File: src/rtl/cap_pkg.sv
package cap_pkg;
   // Sampled, polarity-normalised sensor strobes
   typedef struct packed {
      logic vs;       // vertical sync active
      logic vs_rise;  // first edge of vertical sync
      logic href;     // line window active
   } cap_strobe_t;
endpackage

File: src/rtl/cap_sync_stage.sv
module cap_sync_stage
   import cap_pkg::*;
#(
   parameter int CH_W     = 8,
   parameter bit VS_POL   = 1'b1,
   parameter bit HREF_POL = 1'b1
) (
   input  logic            clk,
   input  logic            rst_n,
   input  logic            vsync,
   input  logic            href,
   input  logic [CH_W-1:0] y_in,
   input  logic [CH_W-1:0] uv_in,
   output cap_strobe_t     st,
   output logic [CH_W-1:0] y_q,
   output logic [CH_W-1:0] uv_q
);
   logic vs_act, hr_act;
   logic vs_q, vs_qq, hr_q;

   generate
      if (VS_POL) begin : g_vs_hi
         assign vs_act = vsync;
      end else begin : g_vs_lo
         assign vs_act = ~vsync;
      end
      if (HREF_POL) begin : g_hr_hi
         assign hr_act = href;
      end else begin : g_hr_lo
         assign hr_act = ~href;
      end
   endgenerate

   always_ff @(posedge clk) begin
      if (!rst_n) begin
         vs_q  <= 1'b0;
         vs_qq <= 1'b0;
         hr_q  <= 1'b0;
         y_q   <= '0;
         uv_q  <= '0;
      end else begin
         vs_q  <= vs_act;
         vs_qq <= vs_q;
         hr_q  <= hr_act;
         y_q   <= y_in;
         uv_q  <= uv_in;
      end
   end

   assign st.vs      = vs_q;
   assign st.vs_rise = vs_q & ~vs_qq;
   assign st.href    = hr_q;
endmodule

File: src/rtl/cap_line_gate.sv
module cap_line_gate
   import cap_pkg::*;
(
   input  logic        clk,
   input  logic        rst_n,
   input  cap_strobe_t st,
   input  logic        raw_rgb_mode,
   output logic        accept,
   output logic        frame_open
);
   logic mode_raw, first_line, line_hit;
   logic in_window;

   assign in_window = frame_open & st.href & ~st.vs;
   assign accept    = in_window & ~(mode_raw & first_line);

   always_ff @(posedge clk) begin
      if (!rst_n) begin
         frame_open <= 1'b0;
         mode_raw   <= 1'b0;
         first_line <= 1'b0;
         line_hit   <= 1'b0;
      end else if (st.vs_rise) begin
         frame_open <= 1'b1;
         mode_raw   <= raw_rgb_mode;
         first_line <= 1'b1;
         line_hit   <= 1'b0;
      end else if (in_window) begin
         line_hit   <= 1'b1;
      end else if (line_hit && !st.href) begin
         first_line <= 1'b0;
         line_hit   <= 1'b0;
      end
   end
endmodule

File: src/rtl/cap_pixel_pack.sv
module cap_pixel_pack #(
   parameter int CH_W    = 8,
   parameter bit Y_UPPER = 1'b1,
   localparam int OUT_W  = 2 * CH_W
) (
   input  logic             clk,
   input  logic             rst_n,
   input  logic             accept,
   input  logic [CH_W-1:0]  y_q,
   input  logic [CH_W-1:0]  uv_q,
   output logic [OUT_W-1:0] pix_data,
   output logic             pix_valid
);
   logic [OUT_W-1:0] merged;

   generate
      if (Y_UPPER) begin : g_y_hi
         assign merged = {y_q, uv_q};
      end else begin : g_y_lo
         assign merged = {uv_q, y_q};
      end
   endgenerate

   always_ff @(posedge clk) begin
      if (!rst_n) begin
         pix_data  <= '0;
         pix_valid <= 1'b0;
      end else begin
         pix_valid <= accept;
         if (accept) pix_data <= merged;
      end
   end
endmodule

File: src/rtl/cap_frame_counter.sv
module cap_frame_counter #(
   parameter int CNT_W = 16
) (
   input  logic             clk,
   input  logic             rst_n,
   input  logic             accept,
   input  logic             frame_start,
   input  logic             frame_open,
   output logic             frame_done,
   output logic [CNT_W-1:0] frame_pixels
);
   logic [CNT_W-1:0] run_cnt;

   always_ff @(posedge clk) begin
      if (!rst_n) begin
         run_cnt      <= '0;
         frame_done   <= 1'b0;
         frame_pixels <= '0;
      end else begin
         frame_done <= 1'b0;
         if (frame_start) begin
            if (frame_open) begin
               frame_done   <= 1'b1;
               frame_pixels <= run_cnt;
            end
            run_cnt <= '0;
         end else if (accept) begin
            run_cnt <= run_cnt + 1'b1;
         end
      end
   end
endmodule

File: src/rtl/cam_pixel_capture.sv
module cam_pixel_capture
   import cap_pkg::*;
#(
   parameter int CH_W     = 8,
   parameter int CNT_W    = 16,
   parameter bit VS_POL   = 1'b1,
   parameter bit HREF_POL = 1'b1,
   parameter bit Y_UPPER  = 1'b1,
   localparam int OUT_W   = 2 * CH_W
) (
   input  logic             clk,
   input  logic             rst_n,
   input  logic             raw_rgb_mode,
   input  logic             vsync,
   input  logic             href,
   input  logic [CH_W-1:0]  y_in,
   input  logic [CH_W-1:0]  uv_in,
   output logic [OUT_W-1:0] pix_data,
   output logic             pix_valid,
   output logic             frame_done,
   output logic [CNT_W-1:0] frame_pixels
);
   generate
      if (CH_W < 1) begin : g_bad_ch
         $error("cam_pixel_capture: CH_W must be at least 1");
      end
      if (CNT_W < 2) begin : g_bad_cnt
         $error("cam_pixel_capture: CNT_W must be at least 2");
      end
   endgenerate

   cap_strobe_t     st;
   logic [CH_W-1:0] y_q, uv_q;
   logic            accept, frame_open;

   cap_sync_stage #(
      .CH_W(CH_W), .VS_POL(VS_POL), .HREF_POL(HREF_POL)
   ) u_sync (
      .clk(clk), .rst_n(rst_n), .vsync(vsync), .href(href),
      .y_in(y_in), .uv_in(uv_in), .st(st), .y_q(y_q), .uv_q(uv_q)
   );

   cap_line_gate u_gate (
      .clk(clk), .rst_n(rst_n), .st(st), .raw_rgb_mode(raw_rgb_mode),
      .accept(accept), .frame_open(frame_open)
   );

   cap_pixel_pack #(
      .CH_W(CH_W), .Y_UPPER(Y_UPPER)
   ) u_pack (
      .clk(clk), .rst_n(rst_n), .accept(accept), .y_q(y_q), .uv_q(uv_q),
      .pix_data(pix_data), .pix_valid(pix_valid)
   );

   cap_frame_counter #(
      .CNT_W(CNT_W)
   ) u_count (
      .clk(clk), .rst_n(rst_n), .accept(accept), .frame_start(st.vs_rise),
      .frame_open(frame_open), .frame_done(frame_done),
      .frame_pixels(frame_pixels)
   );
endmodule

File: config.mk
export PLATFORM = sky130hd
export DESIGN_NAME = cam_pixel_capture
export DESIGN_NICKNAME = d
export VERILOG_FILES = /design/src/rtl/cap_pkg.sv /design/src/rtl/cap_sync_stage.sv /design/src/rtl/cap_line_gate.sv /design/src/rtl/cap_pixel_pack.sv /design/src/rtl/cap_frame_counter.sv /design/src/rtl/cam_pixel_capture.sv
export SDC_FILE = /design/constraint.sdc
export NUM_CORES = 1
export LEC_CHECK = 0
export BUFFER_PORTS_ARGS = -buffer_cell sky130_fd_sc_hd__buf_4
export CORE_MARGIN = 1.5
export CORE_UTILIZATION = 40
export DETAILED_ROUTE_END_ITERATION = 12
export GPL_TIMING_DRIVEN = 0
export MAX_ROUTING_LAYER = met4
export SYNTH_ARGS = -nofsm -noshare
export SYNTH_HDL_FRONTEND = slang
export SYNTH_HIERARCHICAL = 1
export SYNTH_SLANG_ARGS = --single-unit
File: constraint.sdc
create_clock -name clk -period 2.8 [get_ports clk]
set_clock_uncertainty 0.15 [all_clocks]
set_input_delay 0 -clock clk [delete_from_list [all_inputs] [get_ports clk]]
set_output_delay 0 -clock clk [all_outputs]
set_load 0.01 [all_outputs]
Word level (Yosys, flattened, before mapping)
Cells that the tools add are included.
- bitwise logic cells: 9
- magnitude comparators: 0
- mux-type cells: 5
- shift-type cells: 0
- div/mod/pow operators: 0
- reductions and logical operators: 8
- $add $sub $neg: 1
- equal/unequal tests: 1
- multipliers: 0
- operators with widths (kind ; count):
    16-bit by 1-bit adder with 16-bit output (second input constant) ; 1
    2-bit AND reduction ; 3
    1-bit bitwise AND ; 5
    1-bit 2-to-1 mux ; 5
    1-bit NOT ; 4
    2-bit nonzero test ; 2
    2-bit by 1-bit != test with 1-bit output (second input constant) ; 1
    2-bit OR reduction ; 1
    1-bit logical AND ; 1
    1-bit logical NOT ; 1
- memories: 0
- flip-flop bits (word level): 73
- output and inout bits: 34
- bits of input ports: 21
- latch bits: 0
- RAM bits: 0
- memory bits (read-only): 0

Depth between registers and ports, before layout
- depth in word-level cells: 5
- mapped depth: 7
- gate-level depth less buffers: 5

Cells and area by module
The synthesis kept the hierarchy.
- modules (own cells, without submodules) (module ; instances ; area each (µm²) ; cells each):
    cap_frame_counter ; 1 ; 1395.1 ; 162
    cap_pixel_pack ; 1 ; 643.1 ; 53
    cap_sync_stage ; 1 ; 550.5 ; 42
    cap_line_gate ; 1 ; 151.4 ; 16

Worst setup path before layout
OpenSTA, ideal clock, no wires.
- kind: register to register
- from: reg u_sync.vs_q
- to: reg u_count.run_cnt[10]
- period minus slack after synthesis: 2.002 ns
- stages on the path, launching flop included: 8
- setup slack: 0.798 ns
- library setup time: 0.071 ns
- path buffers: 2
- arrival: 1.782 ns
- cell sequence: dfxtp_1 > buf_4 > nand2b_1 > a211oi_1 > buf_2 > nand3_2 > or4_1 > a21oi_1
- word-level cells in the longest chain between the ends: 3
- elaborated cells on any way between the ends: 5
- classes of those cells: 4 x bitwise; 1 x reduce/logical
- RTL lines (item ; line ; text):
    from (decl) ; cap_sync_stage.sv:19 ; logic vs_q, vs_qq, hr_q;
    from (signal assigned) ; cap_sync_stage.sv:42 ; vs_q <= vs_act;
    1-bit NOT ; cap_line_gate.sv:14 ; assign in_window = frame_open & st.href & ~st.vs;
    1-bit bitwise AND ; cap_line_gate.sv:14 ;
    1-bit bitwise AND ; cap_line_gate.sv:15 ; assign accept = in_window & ~(mode_raw & first_line);
    named net accept ; cam_pixel_capture.sv:34 ; logic accept, frame_open;
    to (signal assigned) ; cap_frame_counter.sv:28 ; run_cnt <= run_cnt + 1'b1;
    to (decl) ; cap_frame_counter.sv:12 ; logic [CNT_W-1:0] run_cnt;
The timed path passes the listed nets, and every way through them passes these cells.
A chain may end at the register's enable or synchronous reset.

Final worst setup path
- from: reg u_sync.vs_q
- to: reg u_count.run_cnt[9]
The elaborated chain is that of the path after synthesis.

==> impl_metrics.tcl <==
set metrics [dict create \
    status "finished clean" \
    postCtsSetupBuffers 0 \
    finalHoldViolations 0 \
    die_h_um 85.8 \
    core_area_sq_um 6490 \
    fin_crit_ps 2300 \
    p_comb_frac 0.059 \
    critPathRequiredTime_ps 2920 \
    cts_tree "built" \
    power.density_nw_per_um2 565 \
    worst-endpoint-arrival_ps 2420 \
    drc_errors 0 \
    power.total_mw 2.12 \
    synth-seq-cells 73 \
    worst_pin_slew_ps 658 \
    cts.sinks 73 \
    gr-total-overflow 0 \
    cts-resized-gates 0 \
    critical_path_peak_fanout 8 \
    root_buffer "clkbuf_8" \
    die_w_um 85.8 \
    ant_nets 0 \
    period_share 0.822 \
    cts_made_buffers 9 \
    area_growth_pct 37.1 \
    path_clk_slew_ps 90 \
    switchingPower_mw 0.474 \
    drtPass1Iterations 4 \
    fmaxAchievable_mhz 435 \
    layout.nets 389 \
    synth_edf_count 0 \
    grt_setup_unrepaired "no" \
    clk_latency_ps 350 \
    antenna_found_initial 0 \
    p_int_mw 1.65 \
    wl_um 5670 \
    die_area_sq_um 7360 \
    port_buffers 54 \
    io_pins 55 \
    drive_gt1_frac 0.261 \
    cts-htree-levels 3 \
    first_iter_violations 53 \
    vias_per_cell 4.74 \
    gp_congestion 0.777 \
    setup-violations-final 0 \
    place_hpwl_um 3700 \
    irDropWorstVdd_mv 0.286 \
    max_cap_violations 0 \
    diodes 0 \
    groute.usage.overall 0.169 \
    ctsHoldBuffers 29 \
    grt_pass1_wl_um 9490 \
    async_reset_ff_frac 0 \
    yosysUniqueCellTypes 33 \
    syn_nets 295 \
    slew_headroom 0.560 \
    cts_buffer_depth 2 \
    leakage_nw 1.45 \
    vias 2130 \
    crit_type "reg -> reg" \
    grt_pass1_vias 2083 \
    yosys_warnings 6 \
    synth_cells 273 \
    hold_path_class "in -> reg" \
    netlist_area_sq_um 2740 \
    synth_seq_area_share 0.533 \
    p_seq_frac 0.501 \
    tns_ps 0 \
    std_cell_rows 29 \
    initial_core_util 0.422 \
    swShare 0.223 \
    route.detailed.wl_per_inst_um 12.6 \
    grt_max_degree 33 \
    end_kind "register" \
    critPathLaunchType "register" \
    clock_power_share 0.439 \
    syn_area_per_cell_sq_um 10.0 \
    synthFlopType "dfxtp_1" \
    finalMaxSlewViolations 0 \
]
state kept, by name, indices dropped and copies added, names as in the netlist, 8 cells and up:
signal	count
u_count/run_cnt	16
u_sync/y_q	8
u_sync/uv_q	8
u_pack/pix_data	16
u_count/frame_pixels	16
layout make-up:
type | count | area [sq um]
clock inverter | 7 | 100
inverter | 6 | 22.5
clock buffer | 9 | 124
tap | 77 | 96.3
multi-input combinational | 179 | 1150
fill | 591 | 2740
timing repair buffer | 83 | 696
buffer | 15 | 106
sequential | 73 | 1460
cells in the mapped netlist (all sizes together) (7+ instances only):
cell type / number / share of area
mux2i: 23 / 0.084
nor2b: 19 / 0.043
dfxtp: 73 / 0.53
and2: 21 / 0.055
nand4: 7 / 0.018
nand2: 41 / 0.056
a21boi: 16 / 0.044
nand2b: 7 / 0.016
buf: 9 / 0.031
power groups by stage:
stage / Sequential, mW / Clock (mW) / Combinational, mW
2_1_floorplan: 1.09 / 0 / 0.0517
3_3_place_gp: 1.09 / 0 / 0.0927
3_5_place_dp: 1.09 / 0 / 0.0939
4_1_cts: 1.06 / 0.955 / 0.126
5_1_grt: 1.07 / 1.00 / 0.138
6_report: 1.06 / 0.932 / 0.126
final timing paths:
kind                           startpoint                 endpoint  slack, ps  cells past startpoint
setup / recovery              u_sync/vs_q       u_count/run_cnt[9]        500                      7
hold / removal                   uv_in[6]           u_sync/uv_q[6]        260                      3
setup reg to reg              u_sync/vs_q       u_count/run_cnt[9]        500                      7
hold reg to reg   u_count/frame_pixels[8]  u_count/frame_pixels[8]        310                      2
worst max-delay path, stage by stage (launching register included):
cell	delay (ps)
dfxtp_1	320
buf_4	120
nand2b_1	150
a211oi_1	350
buf_2	290
nand3_2	180
or4_1	510
a21oi_1	160
stage by stage:
stage | hold slack [ps] | setup WS, ps | utilization | cell area [sq um] | instances
global placement | 58.5 | 592 | 0.499 | 3240 | 404
global route | 251 | 316 | 0.578 | 3760 | 449
detailed placement | 62.2 | 515 | 0.499 | 3240 | 404
finish | 256 | 499 | 0.578 | 3760 | 449
CTS | 233 | 460 | 0.578 | 3760 | 449
floorplan | -32.4 | 798 | - | 2740 | 273
kinds of logic (layout without fill, tap and decap cells):
kind of cell | count (synthesis) | count (layout) | synth area share
AND/OR/NAND/NOR | 118 | 118 | 0.237
flip-flops | 73 | 73 | 0.533
AO/OA/AOI/OAI | 33 | 33 | 0.0808
multiplexers | 23 | 23 | 0.0840
buffers and inverters | 21 | 120 | 0.0470
XOR/XNOR | 4 | 4 | 0.0128
adder cells (fa/ha/maj) | 1 | 1 | 0.00457
cell usage in the layout, fill, tap and decap left out, types with 4 or more instances in the layout:
cell type,count
inv_6,4
nand2_1,41
nor4_1,5
nor2_1,5
and2_2,16
dlygate4sd3_1,29
nand3_1,5
nand2b_1,7
buf_4,56
and2_1,5
clkbuf_8,9
dfxtp_1,73
o21ai_0,4
mux2i_1,23
clkbuf_1,6
inv_1,6
a21oi_1,6
nor2b_1,19
a21boi_0,15
nand4_1,6
per-layer routing:
layer,track usage,vias to the layer above,routed length (um)
met1,0.210,986,2820
met2,0.266,37,2620
li1,-,1101,-
met4,0.0792,0,61
met3,0.0346,6,171
met5,-,-,0
(Power assumes the default switching activity.)
